File: src/rtl/vcb_pkg.sv
package vcb_pkg;

  typedef enum logic [2:0] {
    PH_IDLE, PH_ADDR, PH_SUB, PH_DATA, PH_SKIP, PH_READ
  } phase_e;

  // Power-up value of each control register
  function automatic logic [7:0] reg_default(input int idx);
    case (idx)
      32'h04, 32'h11:                 reg_default = 8'h20;
      32'h05, 32'h07, 32'h08, 32'h17: reg_default = 8'h40;
      32'h06:                         reg_default = 8'h80;
      32'h09, 32'h1C:                 reg_default = 8'h04;
      32'h0A, 32'h0B, 32'h0C,
      32'h0D, 32'h0E, 32'h0F:         reg_default = 8'h80;
      32'h10:                         reg_default = 8'h24;
      32'h14:                         reg_default = 8'h03;
      32'h16:                         reg_default = 8'h90;
      default:                        reg_default = 8'h00;
    endcase
  endfunction

  // Status byte assembly; bit 0 is always zero
  function automatic logic [7:0] pack_status(
    input logic killer_off, input logic fm_nodet, input logic v_unlock,
    input logic std_nodet, input logic aft0, input logic aft1,
    input logic h_unlock);
    pack_status = {killer_off, fm_nodet, v_unlock, std_nodet,
                   aft0, aft1, h_unlock, 1'b0};
  endfunction

endpackage

File: src/rtl/vcb_line_sync.sv
module vcb_line_sync #(
  parameter int STAGES = 2
) (
  input  logic clk,
  input  logic rst_n,
  input  logic scl_i,
  input  logic sda_i,
  output logic scl_s,
  output logic sda_s,
  output logic scl_rise,
  output logic scl_fall,
  output logic start_det,
  output logic stop_det
);
  logic [STAGES:0] scl_pipe, sda_pipe;

  always_ff @(posedge clk or negedge rst_n) begin
    if (!rst_n) begin
      scl_pipe <= '1;
      sda_pipe <= '1;
    end else begin
      scl_pipe <= {scl_pipe[STAGES-1:0], scl_i};
      sda_pipe <= {sda_pipe[STAGES-1:0], sda_i};
    end
  end

  logic scl_p, sda_p;
  assign scl_s = scl_pipe[STAGES-1];
  assign sda_s = sda_pipe[STAGES-1];
  assign scl_p = scl_pipe[STAGES];
  assign sda_p = sda_pipe[STAGES];

  assign scl_rise  = scl_s & ~scl_p;
  assign scl_fall  = ~scl_s & scl_p;
  assign start_det = scl_s & scl_p & sda_p & ~sda_s;
  assign stop_det  = scl_s & scl_p & ~sda_p & sda_s;
endmodule

File: src/rtl/vcb_i2c_engine.sv
module vcb_i2c_engine
  import vcb_pkg::*;
#(
  parameter int          NREG     = 29,
  parameter logic [6:0]  DEV_ADDR = 7'h5D,
  localparam int         AW       = $clog2(NREG)
) (
  input  logic          clk,
  input  logic          rst_n,
  input  logic          scl_rise,
  input  logic          scl_fall,
  input  logic          start_det,
  input  logic          stop_det,
  input  logic          sda_s,
  input  logic [7:0]    status_now,
  output logic          sda_oe,
  output logic          wr_en,
  output logic [AW-1:0] wr_addr,
  output logic [7:0]    wr_data,
  output logic [7:0]    shadow,
  output logic          byte_done,
  output logic          shadow_ld,
  output logic          rd_active,
  output logic          bus_idle
);
  phase_e       ph, ph_next;
  logic [3:0]   cnt;
  logic [7:0]   sh, tx;
  logic         in_ack, ack_drv, m_ack, accept;
  logic [AW-1:0] sub;

  logic receiving;
  assign receiving = (ph == PH_ADDR) || (ph == PH_SUB) ||
                     (ph == PH_DATA) || (ph == PH_SKIP);
  assign byte_done = scl_fall && !in_ack && receiving && (cnt == 4'd8);

  always_comb begin
    accept  = 1'b0;
    ph_next = ph;
    case (ph)
      PH_ADDR: begin
        accept  = (sh[7:1] == DEV_ADDR);
        ph_next = !accept ? PH_IDLE : (sh[0] ? PH_READ : PH_SUB);
      end
      PH_SUB: begin
        accept  = (int'(sh) <= NREG - 1);
        ph_next = accept ? PH_DATA : PH_SKIP;
      end
      PH_DATA: begin
        accept  = 1'b1;
        ph_next = PH_SKIP;
      end
      default: begin
        accept  = 1'b0;
        ph_next = ph;
      end
    endcase
  end

  assign shadow_ld = byte_done && (ph == PH_ADDR) && (sh == {DEV_ADDR, 1'b1});
  assign wr_en     = byte_done && (ph == PH_DATA);
  assign wr_addr   = sub;
  assign wr_data   = sh;
  assign rd_active = (ph == PH_READ);
  assign bus_idle  = (ph == PH_IDLE);
  assign sda_oe    = ack_drv | (rd_active && !in_ack && (cnt < 4'd8) && !tx[7]);

  always_ff @(posedge clk or negedge rst_n) begin
    if (!rst_n) begin
      ph <= PH_IDLE; cnt <= '0; sh <= '0; tx <= '0; shadow <= '0;
      in_ack <= 1'b0; ack_drv <= 1'b0; m_ack <= 1'b0; sub <= '0;
    end else if (start_det || stop_det) begin
      ph      <= start_det ? PH_ADDR : PH_IDLE;
      cnt     <= '0;
      in_ack  <= 1'b0;
      ack_drv <= 1'b0;
    end else if (in_ack) begin
      if (scl_fall) begin
        in_ack  <= 1'b0;
        ack_drv <= 1'b0;
        cnt     <= '0;
        if (ph == PH_READ) tx <= shadow;
      end
    end else if (receiving) begin
      if (scl_rise && cnt < 4'd8) begin
        sh  <= {sh[6:0], sda_s};
        cnt <= cnt + 4'd1;
      end
      if (byte_done) begin
        in_ack  <= 1'b1;
        ack_drv <= accept;
        ph      <= ph_next;
        if (ph == PH_SUB && accept) sub <= sh[AW-1:0];
        if (shadow_ld) shadow <= status_now;
      end
    end else if (ph == PH_READ) begin
      if (scl_rise && cnt == 4'd8) m_ack <= ~sda_s;
      if (scl_fall) begin
        if (cnt < 4'd7) begin
          tx  <= {tx[6:0], 1'b0};
          cnt <= cnt + 4'd1;
        end else if (cnt == 4'd7) begin
          cnt <= 4'd8;
        end else if (m_ack) begin
          tx  <= shadow;
          cnt <= '0;
        end else begin
          ph <= PH_IDLE;
        end
      end
    end
  end
endmodule

File: src/rtl/vcb_reg_bank.sv
module vcb_reg_bank
  import vcb_pkg::*;
#(
  parameter  int NREG = 29,
  localparam int AW   = $clog2(NREG)
) (
  input  logic              clk,
  input  logic              rst_n,
  input  logic              wr_en,
  input  logic [AW-1:0]     wr_addr,
  input  logic [7:0]        wr_data,
  output logic [NREG*8-1:0] ctrl
);
  for (genvar g = 0; g < NREG; g++) begin : g_reg
    always_ff @(posedge clk or negedge rst_n) begin
      if (!rst_n)
        ctrl[g*8 +: 8] <= reg_default(g);
      else if (wr_en && wr_addr == AW'(g))
        ctrl[g*8 +: 8] <= wr_data;
    end
  end
endmodule

File: src/rtl/vid_ctl_i2c_bank.sv
module vid_ctl_i2c_bank
  import vcb_pkg::*;
#(
  parameter int         NREG        = 29,
  parameter logic [6:0] DEV_ADDR    = 7'h5D,
  parameter int         SYNC_STAGES = 2,
  parameter int         MUTE_REG    = 2,
  parameter int         REGION_REG  = 21,
  localparam int        AW          = $clog2(NREG)
) (
  input  logic              clk,
  input  logic              rst_n,
  input  logic              scl_i,
  input  logic              sda_i,
  output logic              sda_oe_o,
  input  logic              killer_off_i,
  input  logic              fm_nodet_i,
  input  logic              v_unlock_i,
  input  logic              std_nodet_i,
  input  logic              aft0_i,
  input  logic              aft1_i,
  input  logic              h_unlock_i,
  output logic [NREG*8-1:0] ctrl_o,
  output logic              luma_mute_o,
  output logic              region_us_o,
  output logic              region_jpn_o
);
  logic scl_s, sda_s, scl_rise, scl_fall, start_det, stop_det;
  logic wr_en, byte_done, shadow_ld, rd_active, bus_idle;
  logic [AW-1:0] wr_addr;
  logic [7:0] wr_data, shadow, status_now;
  logic [2:0] region_field;

  assign status_now = pack_status(killer_off_i, fm_nodet_i, v_unlock_i,
                                  std_nodet_i, aft0_i, aft1_i, h_unlock_i);

  vcb_line_sync #(.STAGES(SYNC_STAGES)) u_sync (
    .clk(clk), .rst_n(rst_n), .scl_i(scl_i), .sda_i(sda_i),
    .scl_s(scl_s), .sda_s(sda_s), .scl_rise(scl_rise), .scl_fall(scl_fall),
    .start_det(start_det), .stop_det(stop_det));

  vcb_i2c_engine #(.NREG(NREG), .DEV_ADDR(DEV_ADDR)) u_eng (
    .clk(clk), .rst_n(rst_n), .scl_rise(scl_rise), .scl_fall(scl_fall),
    .start_det(start_det), .stop_det(stop_det), .sda_s(sda_s),
    .status_now(status_now), .sda_oe(sda_oe_o), .wr_en(wr_en),
    .wr_addr(wr_addr), .wr_data(wr_data), .shadow(shadow),
    .byte_done(byte_done), .shadow_ld(shadow_ld), .rd_active(rd_active),
    .bus_idle(bus_idle));

  vcb_reg_bank #(.NREG(NREG)) u_bank (
    .clk(clk), .rst_n(rst_n), .wr_en(wr_en), .wr_addr(wr_addr),
    .wr_data(wr_data), .ctrl(ctrl_o));

  assign luma_mute_o  = ctrl_o[MUTE_REG*8 + 7];
  assign region_field = ctrl_o[REGION_REG*8 + 1 +: 3];
  assign region_us_o  = (region_field == 3'b100);
  assign region_jpn_o = (region_field == 3'b011);
endmodule

File: config.mk
export PLATFORM = sky130hd
export DESIGN_NAME = vid_ctl_i2c_bank
export DESIGN_NICKNAME = d
export VERILOG_FILES = /design/src/rtl/vcb_pkg.sv /design/src/rtl/vcb_line_sync.sv /design/src/rtl/vcb_i2c_engine.sv /design/src/rtl/vcb_reg_bank.sv /design/src/rtl/vid_ctl_i2c_bank.sv
export SDC_FILE = /design/constraint.sdc
export NUM_CORES = 1
export LEC_CHECK = 0
export BUFFER_PORTS_ARGS = -buffer_cell sky130_fd_sc_hd__buf_2
export CAP_MARGIN = 10
export CORE_ASPECT_RATIO = 2
export CORE_UTILIZATION = 35
export DETAILED_ROUTE_END_ITERATION = 10
export GPL_TIMING_DRIVEN = 0
export HOLD_SLACK_MARGIN = 0.02
export PLACE_DENSITY_LB_ADDON = 0.05
export SYNTH_ARGS = -nofsm -noshare
export SYNTH_HDL_FRONTEND = slang
export SYNTH_HIERARCHICAL = 1
export SYNTH_SLANG_ARGS = --single-unit
File: constraint.sdc
create_clock -name clk -period 2.7 [get_ports clk]
set_clock_uncertainty 0.05 [all_clocks]
set_input_delay 0.135 -clock clk [delete_from_list [all_inputs] [get_ports clk]]
set_output_delay 0.135 -clock clk [all_outputs]
set_load 0.03 [all_outputs]
==> results.md <==
* Clock Sinks at 277
* Placed cell count at 1,411
* Worst-margin pin slew at 756.2 ps
* Area growth, synth to finish at 30.01%
* Total track usage at 19.48%
* Post-DR wirelength/cell at 21.18 µm
* CP Data Required Time at 3080 ps
* Die footprint at 0.03293 mm²
* DRC viols at 0
* Ys Warns at 6
* CTS tree: done
* CP Max Fanout at 10
* Antenna violations before repair at 0
* Busiest grt layer: met2
* Crit path to: u_bank/ctrl[131]
* Status: finished clean
* Setup crit start kind: register
* Syn_nets at 753
* Endpoints failing hold at 0
* Top delay family on crit path: simple AND/OR/NAND/NOR gates
* Pint at 0.007149 W
* Routed vias at 7,151
* CTS H-Tree Depth at 1
* Max-slew violations at 0
* Setup crit end kind: register
* VDD IR-drop max at 0.5981 mV
* CP bufs+invs at 5
* Cell count after synthesis at 740
* Die height at 255.6 µm
* Setup violations, final at 0
* P_leak at 7.855 nW
* Total grt overflow at 0
* Vias in the first global route at 7,643
* Num rows at 92
* CTS Buf Count at 27
* Reg power frac at 44.3%
* RSZ-0062 raised after global routing: yes
* WL final at 31,490 µm
* Initial Util at 35.70%
* M1 GR Usage at 20.96%
* Power per standard cell area at 671.3 mW/mm²
* Max Fclk at 382.0 MHz
* Area of the multi-input gates at 0.004277 mm²
* Maximum number of pins on one net before global-route repair at 116
* Most used cell, CP: buf_4
* Layout cells sized above 1 at 62.41%
* Reg2Reg Setup Slack at 80 ps
* Reg clk slew, reported paths at 70 ps
* First-pass DRT Iterations at 5
* 1st-iter DRT viols at 232
* CTS Root Cell: clkbuf_16
* Placed wire-length estimate at 22,180 µm
* Fin crit share at 96.95%
* R2R Path End: u_bank/ctrl[131]
* Reg area at 0.006965 mm²
* GRT met3 Usage at 3.909%
* Clock share of power at 42.6%
* # Max-Cap Violations at 0
* Nets at 1,057
* Combinational Power Share at 13.1%
* CP peak stage delay at 370 ps
* R2R cell count at 12
* Synthesized area at 0.01126 mm²
* Core Util, Final at 46.41%
* CP Launch Point: u_eng/ph[1]
* Non-filler cells, final at 1,487
* Rel. slew slack at 49.59%
* Met2 usage at 37.22%
* Clk buf depth at 3
* Post-DRT Antenna Nets at 0
* Port Buffer Count at 246
* CP Data Arrival Time at 3000 ps
* Syn avg cell area at 15.21 µm²
* Vias per cell at 4.809
* GPL Wtd Cong at 0.8170
* Tightest Hold Check Type: in -> async
* Crit path cell chain: buf_6 -> or3_1 -> buf_4 -> inv_2 -> nor3_2 -> nand2_1 -> inv_1 -> and3_4 -> and4bb_2 -> buf_4 -> nand2_4 -> mux2_2
* Net Sw Power at 0.002676 W
* Critical path depth at 12
* I/O pin cnt at 247
* Antenna cells at 0
* Filler instances at 3,019
* Final min period at 2618 ps
* Core area at 0.03154 mm²
* Clk_lat worst skew at 550 ps
* First-pass GRT wire length at 48,050 µm
* Switch share at 27.23%
* Die width at 128.8 µm
* Slowest CP cell: dfrtp_1
* Worst Path Class, Setup: reg -> reg
* RR Startpoint: u_eng/ph[1]
worst min path at each step:
stage	from	to	slack (ps)	cells after the start
finish	rst_n	u_eng/tx[4]	70	2
floorplan	rst_n	u_bank/ctrl[0]	-210	0
CTS	rst_n	u_bank/ctrl[201]	50	2
detailed placement	rst_n	u_eng/tx[4]	40	1
global placement	sda_i	u_sync/sda_pipe[0]	190	1
global route	rst_n	u_bank/ctrl[201]	70	2
registers in the layout (all words and copies together), names as in the netlist:
name             count
u_bank/ctrl        232
u_eng/ack_drv        1
u_eng/cnt            4
u_eng/in_ack         1
u_eng/m_ack          1
u_eng/ph             3
u_eng/shadow         8
u_eng/tx             8
u_eng/wr_addr        5
u_eng/wr_data        8
u_sync/scl_pipe      3
u_sync/sda_pipe      3
layer usage:
layer	wire length, µm	share of wire (%)	vias to the layer above
met3	1648	5.2	36
met5	0	0	-
met2	17780	56	186
li1	-	-	3235
met1	11400	36	3694
met4	655	2.1	0
power groups by stage:
stage / Combinational (W) / Clock (W) / Sequential (W)
global placement: 0.00123 / 0 / 0.00444
finish: 0.00128 / 0.00419 / 0.00436
floorplan: 0.000678 / 0 / 0.00439
CTS: 0.00126 / 0.00433 / 0.00436
detailed placement: 0.00124 / 0 / 0.00444
global route: 0.00142 / 0.00448 / 0.00437
repair_timing:
item                                    4_1_cts  5_1_grt
endpoints found under the setup margin      232      161
hold endpoints to repair                    262        0
setup buffers                                14        4
pin swaps                                    11        6
hold buffers                                 10        0
resized for setup                            35       34
cells in the final DEF, fill, tap and decap left out, types with 3 or more instances in the layout:
cell type,n
dfstp_2,27
nand2_4,5
nor2_1,7
inv_1,5
nor3_4,3
nand4b_1,5
or3_1,3
o211ai_1,5
inv_2,3
buf_2,252
o21ai_0,4
nand4_1,6
nand2b_1,4
nor2b_1,8
and3b_1,4
nor2_4,9
clkbuf_16,27
mux2_2,251
clkbuf_1,31
dfrtp_1,250
a21oi_1,5
nor2b_4,3
nand3_1,5
clkbuf_8,8
dlygate4sd3_1,10
buf_4,12
buf_12,7
nand2_2,7
buf_6,6
mux2_1,9
bufinv_16,5
nand2_1,6
and3_1,3
mux2_4,9
clkinv_2,3
o2111ai_1,3
area by class of cell:
| cell class | count | area share, % |
|---|---|---|
| Inverter | 8 | 0.2052 |
| Multi-Input combinational cell | 411 | 29.22 |
| Clock buffer | 39 | 5.471 |
| Tap cell | 423 | 3.616 |
| Buffer | 43 | 1.522 |
| Clock inverter | 10 | 1.265 |
| Timing Repair Buffer | 276 | 11.11 |
| Sequential cell | 277 | 47.59 |
through the flow:
step	setup TNS, ps	area (µm²)	setup WS, ps	total power, W	hold WS [ps]
2_1_floorplan	0	11260	108.1	0.005067	-210.6
3_3_place_gp	-1174060	13020	-4044	0.005674	193.5
3_5_place_dp	-107640	13080	-661.8	0.005677	42.60
4_1_cts	0	14470	36.81	0.009952	45.56
5_1_grt	-602.8	14640	-41.14	0.01028	73.56
6_report	0	14640	82.48	0.009825	65.36
No activity file was read; power rests on OpenSTA's default activity.
